## src/rtl/tri_ramp_pkg.sv

```systemverilog
package tri_ramp_pkg;
  typedef enum logic {
    DIR_UP = 1'b0,
    DIR_DN = 1'b1
  } ramp_dir_e;
endpackage

```

## src/rtl/ramp_dwell_timer.sv

```systemverilog
module ramp_dwell_timer #(
  parameter int unsigned DWELL_W = 16
) (
  input  logic               clk_i,
  input  logic               rst_ni,
  input  logic               en_i,
  input  logic [DWELL_W-1:0] dwell_i,
  output logic               tick_o
);
  logic [DWELL_W-1:0] cnt_q;
  logic [DWELL_W-1:0] last;
  logic               past_valid_q;

  // zero dwell collapses to a one-cycle hold
  assign last   = (dwell_i == '0) ? '0 : dwell_i - 1'b1;
  assign tick_o = en_i && (cnt_q >= last);

  always_ff @(posedge clk_i or negedge rst_ni) begin
    if (!rst_ni) begin
      cnt_q <= '0;
    end else if (!en_i || tick_o) begin
      cnt_q <= '0;
    end else begin
      cnt_q <= cnt_q + 1'b1;
    end
  end

  always_ff @(posedge clk_i or negedge rst_ni) begin
    if (!rst_ni) past_valid_q <= 1'b0;
    else         past_valid_q <= 1'b1;
  end

  // counter never runs past the hold length while it is stable
  p_cnt_bound_r3: assert property (@(posedge clk_i) disable iff (!rst_ni)
    (past_valid_q && en_i && $past(en_i) && $stable(dwell_i)) |-> (cnt_q <= last));

  // zero dwell ticks on every enabled cycle
  p_zero_dwell_r9: assert property (@(posedge clk_i) disable iff (!rst_ni)
    (en_i && dwell_i == '0) |-> tick_o);
endmodule

```

## src/rtl/ramp_step_calc.sv

```systemverilog
module ramp_step_calc
  import tri_ramp_pkg::*;
#(
  parameter int unsigned CODE_W = 11
) (
  input  logic [CODE_W-1:0] code_i,
  input  ramp_dir_e         dir_i,
  input  logic [CODE_W-1:0] lo_i,
  input  logic [CODE_W-1:0] hi_i,
  input  logic [CODE_W-1:0] step_i,
  output logic [CODE_W-1:0] next_code_o,
  output ramp_dir_e         next_dir_o
);
  logic hit_hi;
  logic hit_lo;

  // remaining-headroom compare avoids wrap at the top of the range
  assign hit_hi = (code_i >= hi_i) || ((hi_i - code_i) <= step_i);
  assign hit_lo = (code_i <= lo_i) || ((code_i - lo_i) <= step_i);

  always_comb begin
    next_code_o = code_i;
    next_dir_o  = dir_i;
    if (dir_i == DIR_UP) begin
      if (hit_hi) begin
        next_code_o = hi_i;
        next_dir_o  = DIR_DN;
      end else begin
        next_code_o = code_i + step_i;
      end
    end else begin
      if (hit_lo) begin
        next_code_o = lo_i;
        next_dir_o  = DIR_UP;
      end else begin
        next_code_o = code_i - step_i;
      end
    end
  end
endmodule

```

## src/rtl/tri_ramp_gen.sv

```systemverilog
module tri_ramp_gen
  import tri_ramp_pkg::*;
#(
  parameter int unsigned CODE_W  = 11,
  parameter int unsigned DWELL_W = 16
) (
  input  logic               clk_i,
  input  logic               rst_ni,
  input  logic               en_i,
  input  logic [CODE_W-1:0]  lo_i,
  input  logic [CODE_W-1:0]  hi_i,
  input  logic [CODE_W-1:0]  step_i,
  input  logic [DWELL_W-1:0] dwell_i,
  output logic [CODE_W-1:0]  code_o,
  output logic               new_code_o
);
  logic [CODE_W-1:0] code_q;
  logic [CODE_W-1:0] next_code;
  ramp_dir_e         dir_q;
  ramp_dir_e         next_dir;
  logic              strobe_q;
  logic              tick;
  logic              past_valid_q;

  ramp_dwell_timer #(.DWELL_W(DWELL_W)) u_timer (
    .clk_i   (clk_i),
    .rst_ni  (rst_ni),
    .en_i    (en_i),
    .dwell_i (dwell_i),
    .tick_o  (tick)
  );

  ramp_step_calc #(.CODE_W(CODE_W)) u_step (
    .code_i      (code_q),
    .dir_i       (dir_q),
    .lo_i        (lo_i),
    .hi_i        (hi_i),
    .step_i      (step_i),
    .next_code_o (next_code),
    .next_dir_o  (next_dir)
  );

  always_ff @(posedge clk_i or negedge rst_ni) begin
    if (!rst_ni) begin
      code_q   <= '0;
      dir_q    <= DIR_UP;
      strobe_q <= 1'b0;
    end else if (!en_i) begin
      code_q   <= lo_i;
      dir_q    <= DIR_UP;
      strobe_q <= 1'b0;
    end else if (tick) begin
      code_q   <= next_code;
      dir_q    <= next_dir;
      strobe_q <= 1'b1;
    end else begin
      strobe_q <= 1'b0;
    end
  end

  assign code_o     = code_q;
  assign new_code_o = strobe_q;

  always_ff @(posedge clk_i or negedge rst_ni) begin
    if (!rst_ni) past_valid_q <= 1'b0;
    else         past_valid_q <= 1'b1;
  end


  p_reset_r1: assert property (@(posedge clk_i)
    !rst_ni |-> (code_o == '0 && !new_code_o));


  p_disabled_r2: assert property (@(posedge clk_i) disable iff (!rst_ni)
    (past_valid_q && $past(!en_i)) |-> (code_o == $past(lo_i) && !new_code_o));


  p_hold_r3: assert property (@(posedge clk_i) disable iff (!rst_ni)
    (past_valid_q && $past(en_i) && !new_code_o) |-> (code_o == $past(code_o)));


  p_strobe_en_r3: assert property (@(posedge clk_i) disable iff (!rst_ni)
    (past_valid_q && new_code_o) |-> $past(en_i));


  p_step_up_r4: assert property (@(posedge clk_i) disable iff (!rst_ni)
    (past_valid_q && new_code_o && $past(dir_q == DIR_UP) && $past(code_o < hi_i)
     && $past((hi_i - code_o) > step_i)) |-> (code_o == $past(code_o + step_i)));


  p_clamp_hi_r5: assert property (@(posedge clk_i) disable iff (!rst_ni)
    (past_valid_q && new_code_o && $past(dir_q == DIR_UP) && $past(code_o <= hi_i)
     && $past((hi_i - code_o) <= step_i)) |-> (code_o == $past(hi_i) && dir_q == DIR_DN));


  p_clamp_lo_r6: assert property (@(posedge clk_i) disable iff (!rst_ni)
    (past_valid_q && new_code_o && $past(dir_q == DIR_DN) && $past(code_o >= lo_i)
     && $past((code_o - lo_i) <= step_i)) |-> (code_o == $past(lo_i) && dir_q == DIR_UP));


  p_flat_r7: assert property (@(posedge clk_i) disable iff (!rst_ni)
    (past_valid_q && $past(en_i) && $past(lo_i == hi_i) && $past(code_o == hi_i))
    |-> (code_o == $past(hi_i)));
endmodule

```

## config.mk

```make
export PLATFORM = sky130hd
export DESIGN_NAME = tri_ramp_gen
export DESIGN_NICKNAME = d
export VERILOG_FILES = /design/src/rtl/tri_ramp_pkg.sv /design/src/rtl/ramp_dwell_timer.sv /design/src/rtl/ramp_step_calc.sv /design/src/rtl/tri_ramp_gen.sv
export SDC_FILE = /design/constraint.sdc
export NUM_CORES = 1
export LEC_CHECK = 0
export ABC_AREA = 0
export BUFFER_PORTS_ARGS = -buffer_cell sky130_fd_sc_hd__buf_2
export CORE_MARGIN = 1
export CORE_UTILIZATION = 55
export DETAILED_ROUTE_END_ITERATION = 12
export GPL_TIMING_DRIVEN = 0
export HOLD_SLACK_MARGIN = 0.05
export PLACE_DENSITY = 0.89
export SYNTH_ARGS = -nofsm -noshare
export SYNTH_HDL_FRONTEND = slang
export SYNTH_SLANG_ARGS = --single-unit
```

## constraint.sdc

```tcl
create_clock -name clk_i -period 3.45 [get_ports clk_i]
set_clock_uncertainty 0.05 [all_clocks]
set_input_delay 0.5175 -clock clk_i [delete_from_list [all_inputs] [get_ports clk_i]]
set_output_delay 0.5175 -clock clk_i [all_outputs]
set_load 0.1 [all_outputs]
```

* Yosys cells after proc, flatten, opt, wreduce, memory -nomap -nowiden *
Cells that the tools add are included.

cells by class
  $add $sub $neg = 6
  $lt $le $gt $ge = 5
  eq/ne operators = 1
  muxes and demuxes = 14
  reduce and logical (&&, ||, !) cells = 6

operators by type and width
  operator               number
  $mux 11                5
  $le 11x11->1           3
  $sub 11x11->11         3
  $mux 16                2
  $add 16x1->16 const B  1
  $ge 16x16->1           1
  $logic_not 16->1       1
  $sub 16x1->16 const B  1
  $add 11x11->11         1
  $ge 11x11->1           1
  $mux 1                 7
  $logic_or 1x1->1       3
  $ne 2x1->1 const B     1
  $logic_and 1x1->1      1
  $logic_not 1->1        1

storage, ports and cells
  flip-flop bits (word level) = 29
  bits of input ports = 52
  output and inout bits = 12
  word-level logic and storage cells = 36

* Logic depth before layout (Yosys ltp) *
  word-level depth = 7
  gate-level depth with buffers = 20

* By module *
Synthesis repeated with hierarchy kept, for this count alone.

second synthesis, totals
  cells, all modules = 624
  area, all modules = 5054.8 um2

modules (own cells, without submodules)
  module            instances  cells each  area an instance (um2)  seq. area each (um2)
  ramp_step_calc    1          391         2872.8                  0.0
  ramp_dwell_timer  1          180         1585.3                  400.4
  tri_ramp_gen      1          53          596.8                   325.3

* Worst setup path before layout *
OpenSTA, ideal clock, no wires.

  path type = flip-flop to flip-flop
  start = register code_q[0] (netlist: code_o[0])
  end = register code_q[2] (netlist: code_o[2])
  data arrival time = 3949 ps
  slack = -693 ps
  cell stages (with the launch flop) = 21
  buffers on the path = 1
  period minus slack after synthesis = 4143 ps
  cells stage by stage = dfrtp_1 > inv_1 > ha_1 > inv_1 > fa_1 > a21o_1 > a21oi_1 > o22ai_1 > nor2_1 > o21bai_1 > a21oi_1 > xnor2_1 > ha_1 > nand2_1 > nor2_1 > a211oi_1 > o21ai_0 > o211ai_4 > buf_12 > mux2i_1 > o221ai_1

on the way
  cells in the longest elaborated chain, start to end = 7
  elaborated cells between the ends (all ways) = 15
  classes of those cells = add/sub (4); order compare (4); mux (5); reduce/logical (2)

RTL lines
  element                                     RTL line                                    RTL
  start: declaration                          tri_ramp_gen.sv:17                          logic [CODE_W-1:0] code_q;
  start signal: assignment                    tri_ramp_gen.sv:49                          code_q <= lo_i;
  start signal: assignment                    tri_ramp_gen.sv:53                          code_q <= next_code;
  $sub 11x11->11, on equally long branches    ramp_step_calc.sv:18, ramp_step_calc.sv:19
  $le 11x11->1, on equally long branches      ramp_step_calc.sv:18, ramp_step_calc.sv:19
  $logic_or 1x1->1, on equally long branches  ramp_step_calc.sv:18, ramp_step_calc.sv:19
  $mux 11, on equally long branches           ramp_step_calc.sv:25, ramp_step_calc.sv:32
  $mux 11 *                                   ramp_step_calc.sv:24                        if (dir_i == DIR_UP) begin
  $mux 11 *                                   tri_ramp_gen.sv:52                          end else if (tick) begin
  $mux 11 *                                   tri_ramp_gen.sv:48                          end else if (!en_i) begin

Mark *: on every way between the ends. The rest lies on a longest branch, timed or not. The select of a mux whose other input is x is not followed.
A chain may end at the register's enable or synchronous reset.

* Worst setup path in the final report *
  start = register code_q[0] (netlist: code_o[0])
  end = register code_q[9] (netlist: code_o[9])

The elaborated chain is that of the path after synthesis.

==> run metrics <==
status=finished with violations; failing checks=negative setup slack; CP arrival=4.21 ns; IO buf count=63; layout cell share with drive strength beyond 1=0.3062; Distinct cells, synth=75; Ant. Diodes=0; clock sinks=29; vias per cell=slightly below 7; overall routing resource usage=0.3524; Die Ht=around 97 um; Final nets=around 860; drt pass-1 iters=6; post-synthesis sequential area ratio=0.1468; die width=a little under 100 um; # DRC=0; Clock Tree Root=clkbuf_8; Placed Cells=about 780; Rel. slew slack=0.5145; Post-synth EDFFs=0; most common cell after layout, fill and taps aside=ha_1; via count=around 5,700; most frequent cells in the layout=ha_1, buf_2, inv_1; area leader, netlist=ha_1; total CTS buffers=5; Post-Route WL=roughly 18 mm; Yosys top cell area share=0.2101; internal reg-to-reg setup slack=-0.62 ns; measured slew at the worst slew-check pin=approximately 0.73 ns; MaxCap Viol Count=0; r2r endpoint=code_o[9]; CP Max Fanout=6; row count=34; static leakage=around 3.0 nW; FF-to-FF path depth=18; critical path required time=3.60 ns; CP Buf/Inv Count=2; clock buffer depth=2; Post-Syn Instances=613; DRT iter0 DRCs=around 650; worst setup margin=-0.6165 ns; top cells by area, synth=ha_1, dfrtp_1, xnor2_1; Worst setup EP type=register; Most used DFF post-synth=dfrtp_1; dpl hpwl=between 10 and 15 mm; H-tree depth=2; Die ar.=approximately 9400 sq um; IR drop worst, VDD=a little over 0.2 mV; Area after DPL=between 5000 and 6000 sq um; antenna-violating nets left=0; IO Pins=64; CP Launch Type=register; initial antenna violation count=0; Synth async-reset ratio=1.000; unrepaired setup endpoints after global routing=true; Finished Layout Cells=roughly 830; Setup CP Type=register to register; Hold Path Class=input port to async pin; PD cells=324.6 nW/um^2; Setup-failing EPs final=29; Seq cells post-synth=29; Period minus WS final=between 4 and 5 ns; Post-Syn Area=4942 sq um; Initial Utilization=0.5667; Crit-path slowest cell=dfrtp_4; first-pass GRT wire length=about 27 mm; Yosys warning total=0; vias in the first global route=between 5,000 and 6,000; Slew Limit Fails=0; largest net degree at the start of global routing=30; RePlAce Congestion=between 0.9 and 1; CTS clk-pin slew, worst paths=0.08 ns; RR Startpoint=code_o[0]; Worst path top cell family by delay=compound AO/OA/AOI/OAI gates; syn nets=around 750; post-route cell area=approximately 6300 sq um; period utilisation layout=1.179; Avg WL per Cell=21.48 um; Syn Area/Cell=a little over 8 sq um; Layout Utilization=0.7198; total gr overflow=0; Fin. Hold Viols=0; crit path cell chain=ha_4, fa_2, nor2b_2, o21ai_2, a21boi_2, o21ai_2, a21oi_2, or3_1, o311ai_2, ha_1, nand4_1, buf_4, a31oi_4, o21a_4, buf_6, a21oi_2, a211o_1, o211ai_1; CTS tree=yes; core area=a little under 9000 sq um; clk_lat worst skew=0.30 ns; Fin Hold WS=0.2166 ns; Area Overhead vs Synth=27.01%; cts hold-fix bufs=0; slowest cell delay on critical path=approximately 0.52 ns; Max Clock Freq=about 0.25 GHz
## through the flow
| stage | total power, W | setup WS, ns | setup TNS [ns] |
|---|---|---|---|
| 2_1_floorplan | 0.001225 | -0.1777 | -1.718 |
| 3_3_place_gp | 0.001437 | -0.6480 | -14.09 |
| 3_5_place_dp | 0.001487 | -0.7765 | -17.94 |
| 4_1_cts | 0.001881 | -0.3112 | -3.339 |
| 5_1_grt | 0.002131 | -0.7237 | -12.97 |
| 6_report | 0.002037 | -0.6165 | -9.388 |
## routing by layer
metal | up-vias | GRT usage | part of all wire
met5 | - | 0 | 0
met4 | 0 | 0.1676 | 0.060
met3 | 140 | 0.05853 | 0.10
met2 | 480 | 0.5856 | 0.46
met1 | 2635 | 0.4441 | 0.38
li1 | 2450 | - | -
## synth_stat cells (8+ instances only)
library cell,count
nor3_1,25
xnor2_1,30
mux2i_1,10
xor2_1,25
dfrtp_1,29
o21ai_0,24
inv_1,54
nand4_1,16
a21oi_1,36
nand2_1,43
o31ai_1,8
ha_1,83
a21o_1,9
nand3_1,17
nor2_1,58
## worst max-delay path by stage
stage	from	end	slack (ns)	depth (start not counted)
global route	code_o[0]	code_o[8]	-0.72	18
finish	code_o[0]	code_o[9]	-0.62	18
global placement	hi_i[0]	code_o[5]	-0.65	19
floorplan	code_o[0]	code_o[5]	-0.18	17
CTS	code_o[0]	code_o[9]	-0.31	19
detailed placement	hi_i[0]	code_o[5]	-0.78	19
## power by group
group,internal (W),switching (W)
Combinational,0.000559,0.000792
Sequential,0.000358,0.0000305
Clock,0.000140,0.000159
Total,0.00106,0.000981
## cell type report
type,instances,area (sq um)
buffer,14,127.6
timing repair buffer,103,691.9
clock buffer,6,72.57
fill,590,2444
tap,108,135.1
clock inverter,2,10.01
inverter,54,205.2
multi-input combinational,517,4290
sequential,29,744.5
## logic make-up after synthesis
kind of cell / synth area share
xor gates and xnor gates: 0.09747
AOI/OAI and AO/OA: 0.2137
DFF: 0.1468
buffers and inverters: 0.06405
muxes: 0.02481
adders and majority gates: 0.2263
and+or+nand+nor: 0.2268
## sequential cells by signal, summed over array words and instances, names as in the netlist
register	count
dir_q	1
new_code_o	1
code_o	11
u_timer.cnt_q	16
## worst reg2reg max path: cells and delay by family, from the launching register on
| kind | cells | cell delay [ns] |
|---|---|---|
| AO/OA/AOI/OAI | 10 | 1.57 |
| adder cells (fa/ha/maj) | 3 | 0.90 |
| buffers and inverters | 2 | 0.34 |
| flip-flops | 1 | 0.52 |
| AND/OR/NAND/NOR | 3 | 0.58 |
## repair_timing
action,in CTS,in global routing
buffers inserted,30,7
pin swaps,43,19
gates cloned,3,1
endpoints found under the setup margin,29,29
gates resized for setup,49,34
No activity file was read; power rests on OpenSTA's default activity.
